--- config.mk ---
export PLATFORM = sky130hd
export DESIGN_NAME = iic_xfer_master
export DESIGN_NICKNAME = d
export VERILOG_FILES = /design/src/rtl/iic_pkg.sv /design/src/rtl/iic_qtr_timer.sv /design/src/rtl/iic_shift_unit.sv /design/src/rtl/iic_xfer_master.sv
export SDC_FILE = /design/constraint.sdc
export NUM_CORES = 1
export LEC_CHECK = 0
export CAP_MARGIN = 15
export CORE_ASPECT_RATIO = 0.7
export CORE_MARGIN = 2
export CORE_UTILIZATION = 54
export CTS_CLUSTER_DIAMETER = 120
export DETAILED_ROUTE_END_ITERATION = 10
export GPL_ROUTABILITY_DRIVEN = 1
export HOLD_SLACK_MARGIN = 0.08
export PLACE_DENSITY = 0.9
export SLEW_MARGIN = 0
export SYNTH_ARGS = -nofsm -noshare
export SYNTH_HDL_FRONTEND = slang
export SYNTH_HIERARCHICAL = 1
export SYNTH_SLANG_ARGS = --single-unit
--- constraint.sdc ---
create_clock -name clk -period 1.8 [get_ports clk]
set_input_delay 0.27 -clock clk [delete_from_list [all_inputs] [get_ports clk]]
set_output_delay 0.27 -clock clk [all_outputs]
set_load 0.03 [all_outputs]
--- src/rtl/iic_pkg.sv ---
package iic_pkg;

  // Transaction phases of the master
  typedef enum logic [1:0] {
    ST_IDLE  = 2'd0,
    ST_START = 2'd1,
    ST_BITS  = 2'd2,
    ST_STOP  = 2'd3
  } iic_state_e;

  localparam int unsigned BYTE_W   = 8;
  localparam int unsigned ADDR_W   = 7;
  localparam int unsigned SLOT_CNT_W = 4;   // counts bits 0..7 plus the ack slot
  localparam logic [SLOT_CNT_W-1:0] ACK_SLOT = 4'd8;
  localparam logic [SLOT_CNT_W-1:0] LAST_DATA_SLOT = 4'd7;

endpackage

--- src/rtl/iic_qtr_timer.sv ---
// Produces a one-clock tick at the end of every quarter of the SCL period.
module iic_qtr_timer #(
  parameter int unsigned QTR_CYC = 125
) (
  input  logic clk,
  input  logic rst_n,
  input  logic run,
  output logic tick
);

  localparam int unsigned CW = (QTR_CYC > 1) ? $clog2(QTR_CYC) : 1;
  localparam logic [CW-1:0] LAST = CW'(QTR_CYC - 1);

  logic [CW-1:0] cnt_q, cnt_d;

  always_comb begin
    cnt_d = cnt_q;
    if (!run) begin
      cnt_d = '0;
    end else if (cnt_q == LAST) begin
      cnt_d = '0;
    end else begin
      cnt_d = cnt_q + CW'(1);
    end
  end

  always_ff @(posedge clk or negedge rst_n) begin
    if (!rst_n) begin
      cnt_q <= '0;
    end else begin
      cnt_q <= cnt_d;
    end
  end

  assign tick = run && (cnt_q == LAST);

endmodule

--- src/rtl/iic_shift_unit.sv ---
// Byte shifter shared by transmit and receive: loads in parallel, shifts left
// taking the sampled line value into bit 0.
module iic_shift_unit #(
  parameter int unsigned W = 8
) (
  input  logic         clk,
  input  logic         rst_n,
  input  logic         load,
  input  logic [W-1:0] load_val,
  input  logic         shift,
  input  logic         bit_in,
  output logic [W-1:0] data,
  output logic         msb
);

  logic [W-1:0] sh_q, sh_d;

  always_comb begin
    sh_d = sh_q;
    if (load) begin
      sh_d = load_val;
    end else if (shift) begin
      sh_d = {sh_q[W-2:0], bit_in};
    end
  end

  always_ff @(posedge clk or negedge rst_n) begin
    if (!rst_n) begin
      sh_q <= '0;
    end else begin
      sh_q <= sh_d;
    end
  end

  assign data = sh_q;
  assign msb  = sh_q[W-1];

endmodule

--- src/rtl/iic_xfer_master.sv ---
module iic_xfer_master
  import iic_pkg::*;
#(
  parameter int unsigned QTR_CYC = 125,
  parameter int unsigned LEN_W   = 4
) (
  input  logic             clk,
  input  logic             rst_n,
  input  logic             cmd_go,
  input  logic [6:0]       cmd_addr,
  input  logic             cmd_rd,
  input  logic [LEN_W-1:0] cmd_len,
  input  logic [7:0]       wr_byte,
  output logic             wr_take,
  output logic [7:0]       rd_byte,
  output logic             rd_valid,
  output logic             busy,
  output logic             done,
  output logic             nack,
  input  logic             sda_in,
  output logic             scl_oe,
  output logic             sda_oe
);

  // ---------------- reset release and input synchroniser ----------------
  logic [1:0] rst_pipe;
  logic       srst_n;

  always_ff @(posedge clk or negedge rst_n) begin
    if (!rst_n) begin
      rst_pipe <= 2'b00;
    end else begin
      rst_pipe <= {rst_pipe[0], 1'b1};
    end
  end
  assign srst_n = rst_pipe[1];

  logic sda_meta, sda_s;
  always_ff @(posedge clk or negedge srst_n) begin
    if (!srst_n) begin
      sda_meta <= 1'b1;
      sda_s    <= 1'b1;
    end else begin
      sda_meta <= sda_in;
      sda_s    <= sda_meta;
    end
  end

  // ---------------- state ----------------
  iic_state_e            st_q, st_d;
  logic [1:0]            qtr_q, qtr_d;
  logic [SLOT_CNT_W-1:0] slot_q, slot_d;
  logic [LEN_W-1:0]      rem_q, rem_d;
  logic                  addr_ph_q, addr_ph_d;
  logic                  rd_q, rd_d;
  logic                  nack_q, nack_d;
  logic                  ack_q, ack_d;
  logic                  scl_low_q, scl_low_d;
  logic                  sda_low_q, sda_low_d;
  logic [7:0]            rdb_q, rdb_d;
  logic                  rdv_q, rdv_d;
  logic                  take_q, take_d;
  logic                  done_q, done_d;

  // ---------------- submodules ----------------
  logic       tick;
  logic       sh_load, sh_shift, sh_msb;
  logic [7:0] sh_val, sh_data;

  iic_qtr_timer #(.QTR_CYC(QTR_CYC)) u_timer (
    .clk   (clk),
    .rst_n (srst_n),
    .run   (st_q != ST_IDLE),
    .tick  (tick)
  );

  iic_shift_unit #(.W(BYTE_W)) u_shift (
    .clk      (clk),
    .rst_n    (srst_n),
    .load     (sh_load),
    .load_val (sh_val),
    .shift    (sh_shift),
    .bit_in   (sda_s),
    .data     (sh_data),
    .msb      (sh_msb)
  );

  // the master owns SDA for the address byte and for every write byte
  logic talk;
  assign talk = addr_ph_q || !rd_q;

  // ---------------- next-state logic ----------------
  always_comb begin
    st_d      = st_q;
    qtr_d     = qtr_q;
    slot_d    = slot_q;
    rem_d     = rem_q;
    addr_ph_d = addr_ph_q;
    rd_d      = rd_q;
    nack_d    = nack_q;
    ack_d     = ack_q;
    scl_low_d = scl_low_q;
    sda_low_d = sda_low_q;
    rdb_d     = rdb_q;
    rdv_d     = 1'b0;
    take_d    = 1'b0;
    done_d    = 1'b0;
    sh_load   = 1'b0;
    sh_shift  = 1'b0;
    sh_val    = wr_byte;

    if (st_q == ST_IDLE) begin
      scl_low_d = 1'b0;
      sda_low_d = 1'b0;
      if (cmd_go) begin
        st_d      = ST_START;
        qtr_d     = 2'd0;
        slot_d    = '0;
        rem_d     = cmd_len;
        addr_ph_d = 1'b1;
        rd_d      = cmd_rd;
        nack_d    = 1'b0;
        sh_load   = 1'b1;
        sh_val    = {cmd_addr, cmd_rd};
      end
    end else if (tick) begin
      qtr_d = qtr_q + 2'd1;
      unique case (st_q)
        ST_START: begin
          if (qtr_q == 2'd1) sda_low_d = 1'b1;
          if (qtr_q == 2'd3) begin
            st_d      = ST_BITS;
            slot_d    = '0;
            scl_low_d = 1'b1;
          end
        end
        ST_BITS: begin
          unique case (qtr_q)
            2'd0: begin
              if (slot_q == ACK_SLOT) begin
                sda_low_d = talk ? 1'b0 : (rem_q != '0);
              end else begin
                sda_low_d = talk ? ~sh_msb : 1'b0;
              end
            end
            2'd1: scl_low_d = 1'b0;
            2'd2: begin
              if (slot_q == ACK_SLOT) ack_d = sda_s;
              else                    sh_shift = 1'b1;
            end
            default: begin
              scl_low_d = 1'b1;
              if (slot_q != ACK_SLOT) begin
                slot_d = slot_q + SLOT_CNT_W'(1);
                if (slot_q == LAST_DATA_SLOT && !talk) begin
                  rdb_d = sh_data;
                  rdv_d = 1'b1;
                end
              end else if (talk && ack_q) begin
                nack_d = 1'b1;
                st_d   = ST_STOP;
              end else if (rem_q == '0) begin
                st_d = ST_STOP;
              end else begin
                rem_d     = rem_q - LEN_W'(1);
                slot_d    = '0;
                addr_ph_d = 1'b0;
                if (!rd_q) begin
                  sh_load = 1'b1;
                  take_d  = 1'b1;
                end
              end
            end
          endcase
        end
        ST_STOP: begin
          unique case (qtr_q)
            2'd0:    sda_low_d = 1'b1;
            2'd1:    scl_low_d = 1'b0;
            2'd2:    sda_low_d = 1'b0;
            default: begin
              st_d   = ST_IDLE;
              done_d = 1'b1;
            end
          endcase
        end
        default: st_d = ST_IDLE;
      endcase
    end
  end

  // ---------------- registers ----------------
  always_ff @(posedge clk or negedge srst_n) begin
    if (!srst_n) begin
      st_q      <= ST_IDLE;
      qtr_q     <= 2'd0;
      slot_q    <= '0;
      rem_q     <= '0;
      addr_ph_q <= 1'b0;
      rd_q      <= 1'b0;
      nack_q    <= 1'b0;
      ack_q     <= 1'b0;
      scl_low_q <= 1'b0;
      sda_low_q <= 1'b0;
      rdb_q     <= '0;
      rdv_q     <= 1'b0;
      take_q    <= 1'b0;
      done_q    <= 1'b0;
    end else begin
      st_q      <= st_d;
      qtr_q     <= qtr_d;
      slot_q    <= slot_d;
      rem_q     <= rem_d;
      addr_ph_q <= addr_ph_d;
      rd_q      <= rd_d;
      nack_q    <= nack_d;
      ack_q     <= ack_d;
      scl_low_q <= scl_low_d;
      sda_low_q <= sda_low_d;
      rdb_q     <= rdb_d;
      rdv_q     <= rdv_d;
      take_q    <= take_d;
      done_q    <= done_d;
    end
  end

  assign scl_oe   = scl_low_q;
  assign sda_oe   = sda_low_q;
  assign busy     = (st_q != ST_IDLE);
  assign done     = done_q;
  assign nack     = nack_q;
  assign rd_byte  = rdb_q;
  assign rd_valid = rdv_q;
  assign wr_take  = take_q;

endmodule

==> results.ini <==
[status]
status=finished, violations left
violations=negative setup slack

[power_and_ir_drop]
p_leak_uw=0.00174
p_per_area_nw_per_um2=497
internal_power_uw=1580
pwr-share-comb_pct=5.5
p_clk_share_pct=40.2
p_sw_share_pct=22.8
vdd_ir_drop_max_uv=606
p_sw_uw=466
fin_total_pwr_uw=2040
seqPwrFrac_pct=54.4

[layout]
final_core_util_pct=86.5
finalNetCount=394
drive_above_1_share_pct=43.0
antenna_cells=0
fin_area_um2=4110
synthToLayoutAreaGrowth_pct=54.8

[place]
dp_hpwl_um=5060
io_buffers=38
routabilityCongestion=0.854
dpl-instance-area_um2=3540

[sta]
drv_slew=0
setup_viol=31
rsz0062_at_grt=true
hold_viol_final=0
max_slew.worst_pin.slew_ns=0.588
slew_headroom_pct=60.8
fin_skew_ns=0.00744
layout_setup_ws_ns=-0.327
period_share_pct=118
final.min_clock_period_ns=2.13
fmax_mhz=470

[die]
rows=21
core_area_um2=4760
io_pins=39
start_util_pct=55.9
die_w_um=87.8
die_h_um=62.7
dieArea_um2=5510

[clocking]
clk-insertion-delay-late_ns=0.31
cts_tree=yes
h-tree-depth=2
clk_pin_slew_ns=0.09
cts_root_buf=clkbuf_8
clock-sinks=48
numCtsBuffers=5
clock_path_buffers=2

[yosys]
synthDistinctLibCells=55
ys_ff_latch=48
ys_async_sr_fraction_pct=100
avgSynthCellArea_um2=10.4
synth_area_um2=2660
synth-main-ff-cell=dfrtp_1
synth_fp_nets=293
ys_seq_area_share_pct=45.3
netlist_instances=256
synth-edff-count=0
ys_warn_count=6

[hold_path]
min_path_type=input pin to asynchronous set/reset pin

[route]
routed_via_density=6.28
vias=2680
wl_per_cell_um=22.9
routed_wl_um=9780
drt_iter0_drc=270
ant_nets=0
firstDrtPassIters=7
drc=0

[setup_path]
critPathKind=flip-flop to flip-flop
critPathLaunchType=flip-flop
rr_endpoint=rem_q[0]
worst-path-max-fanout=7
critPathSlowestCell=dfrtp_1
crit_chain=inv_1, ha_2, nand2_2, nor3_2, buf_4, mux2i_4, a21o_4, buf_4, buf_6, a21oi_4, a2bb2oi_1
cp_data_required_time_ns=2.02
rr_worst_depth=11
crit_path_end_kind=flip-flop
cpPeakStageDelay_ns=0.40
crit_top_cell=buf_4
rr_startpoint=u_timer/cnt_q[0]
rrSetupSlack_ns=-0.33
critPathArrivalTime_ns=2.35

[global_routing]
grt_pass1_wl_um=13200
grt_max_degree=47
antenna_found_initial=0
track_usage_pct=31.8
grt_pass1_vias=2585
overflow=0

[job]
max_cap_viol_count=0

registers in the layout (all words and copies together), names as in the netlist, 2 cells and up:
| name | cells |
|---|---|
| rem_q | 4 |
| qtr_q | 2 |
| slot_q | 4 |
| rd_byte | 8 |
| u_timer/cnt_q | 7 |
| st_q | 2 |
| u_shift/data | 8 |
| rst_pipe | 2 |
synth_stat cells (3+ instances only):
library cell | count | area share (%)
nor2b_1 | 3 | 0.71
nor3_1 | 7 | 1.3
o21ai_1 | 9 | 1.7
a21oi_1 | 7 | 1.3
a22o_1 | 3 | 0.99
mux2i_1 | 10 | 3.8
nor3b_1 | 6 | 1.7
nor2_1 | 16 | 2.3
dfrtp_1 | 46 | 43
nand2_1 | 25 | 3.5
inv_1 | 15 | 2.1
o21a_1 | 3 | 0.85
o22ai_1 | 3 | 0.71
o21ai_0 | 8 | 1.5
ha_1 | 13 | 6.1
nand3_1 | 6 | 1.1
nor4b_1 | 3 | 0.99
buf_6 | 4 | 1.7
mux2_2 | 18 | 7.6
critical path: cells and delay by family, from the launching register on:
kind	cells	cell delay, ns
flops	1	0.40
buf+inv	4	0.54
fa+ha+maj	1	0.18
compound gates	3	0.56
mux	1	0.08
simple gates	2	0.27
cell usage in the layout, fill, tap and decap left out, types with 3 or more instances in the layout:
| cell | instances |
|---|---|
| buf_4 | 55 |
| dfrtp_1 | 44 |
| clkdlybuf4s50_1 | 37 |
| nand2_1 | 17 |
| nor2_1 | 16 |
| inv_1 | 10 |
| mux2_4 | 10 |
| buf_6 | 9 |
| mux2_2 | 8 |
| o21ai_1 | 8 |
| ha_1 | 7 |
| nand3_1 | 6 |
| inv_2 | 5 |
| a21oi_1 | 5 |
| o21ai_2 | 5 |
| clkbuf_8 | 5 |
| nand2_2 | 5 |
| nand2_4 | 4 |
| nor3_2 | 4 |
| mux2i_4 | 4 |
| nor3b_1 | 4 |
| o21ai_0 | 4 |
| ha_4 | 4 |
| nor2b_1 | 3 |
| a22o_1 | 3 |
| nor3_1 | 3 |
| mux2i_1 | 3 |
| o22ai_1 | 3 |
| o21a_1 | 3 |
| mux2i_2 | 3 |
layer usage:
| metal | GRT usage [%] | part of all wire, % | up-vias |
|---|---|---|---|
| met4 | 9.81 | 5.1 | 0 |
| met1 | 41.0 | 38 | 1326 |
| met2 | 54.1 | 49 | 178 |
| li1 | - | - | 1111 |
| met5 | 0 | 0 | - |
| met3 | 5.94 | 7.4 | 65 |
cell type report:
| cell class | count | area, um2 |
|---|---|---|
| multi-input combinational | 182 | 1690 |
| sequential | 48 | 1210 |
| timing repair buffer | 104 | 940 |
| fill | 206 | 644 |
| tap | 69 | 86.3 |
| inverter | 16 | 72.6 |
| clock buffer | 5 | 68.8 |
| clock inverter | 3 | 46.3 |
worst max-delay path by stage:
stage | to | start | slack, ns | cells past startpoint
after floorplan | slot_q[2] | st_q[0] | -0.32 | 12
after global placement | slot_q[2] | u_timer/cnt_q[0] | -0.12 | 9
after detailed placement | slot_q[2] | u_timer/cnt_q[0] | -0.20 | 9
after CTS | slot_q[2] | u_timer/cnt_q[0] | -0.16 | 9
after global routing | rem_q[2] | u_timer/cnt_q[1] | -0.36 | 10
final | rem_q[0] | u_timer/cnt_q[0] | -0.33 | 11
logic make-up (layout without fill, tap and decap cells):
logic type      after synthesis  after routing  share of synthesized area [%]
xor+xnor                      4              4                           1.32
simple gates                 84             84                           17.4
compound gates               52             52                           13.1
mux                          28             28                           11.4
flops                        48             48                           45.3
fa+ha+maj                    13             13                           6.12
buf+inv                      26            128                           5.18
other cells                   1              1                          0.141
power by group through the flow:
| stage | Sequential [uW] | Combinational [uW] | Clock, uW |
|---|---|---|---|
| 2_1_floorplan | 1130 | 21.0 | 0 |
| 3_3_place_gp | 1120 | 95.0 | 0 |
| 3_5_place_dp | 1120 | 98.9 | 0 |
| 4_1_cts | 1100 | 99.9 | 810 |
| 5_1_grt | 1110 | 121 | 863 |
| 6_report | 1110 | 112 | 822 |
through the flow:
step	hold slack, ns	setup TNS [ns]	setup WS [ns]	cells
6_report	0.115	-6.82	-0.327	427
5_1_grt	0.114	-8.44	-0.362	427
4_1_cts	0.117	-2.88	-0.165	424
3_5_place_dp	0.342	-3.87	-0.204	405
3_3_place_gp	0.338	-1.70	-0.119	405
2_1_floorplan	-0.0256	-5.36	-0.325	256
what timing repair did:
action	in CTS	in global routing
pin swaps	9	9
hold buffers	0	0
resized for setup	45	42
buffers inserted	11	5
endpoints found under the setup margin	32	35
No activity file was read; power rests on OpenSTA's default activity.
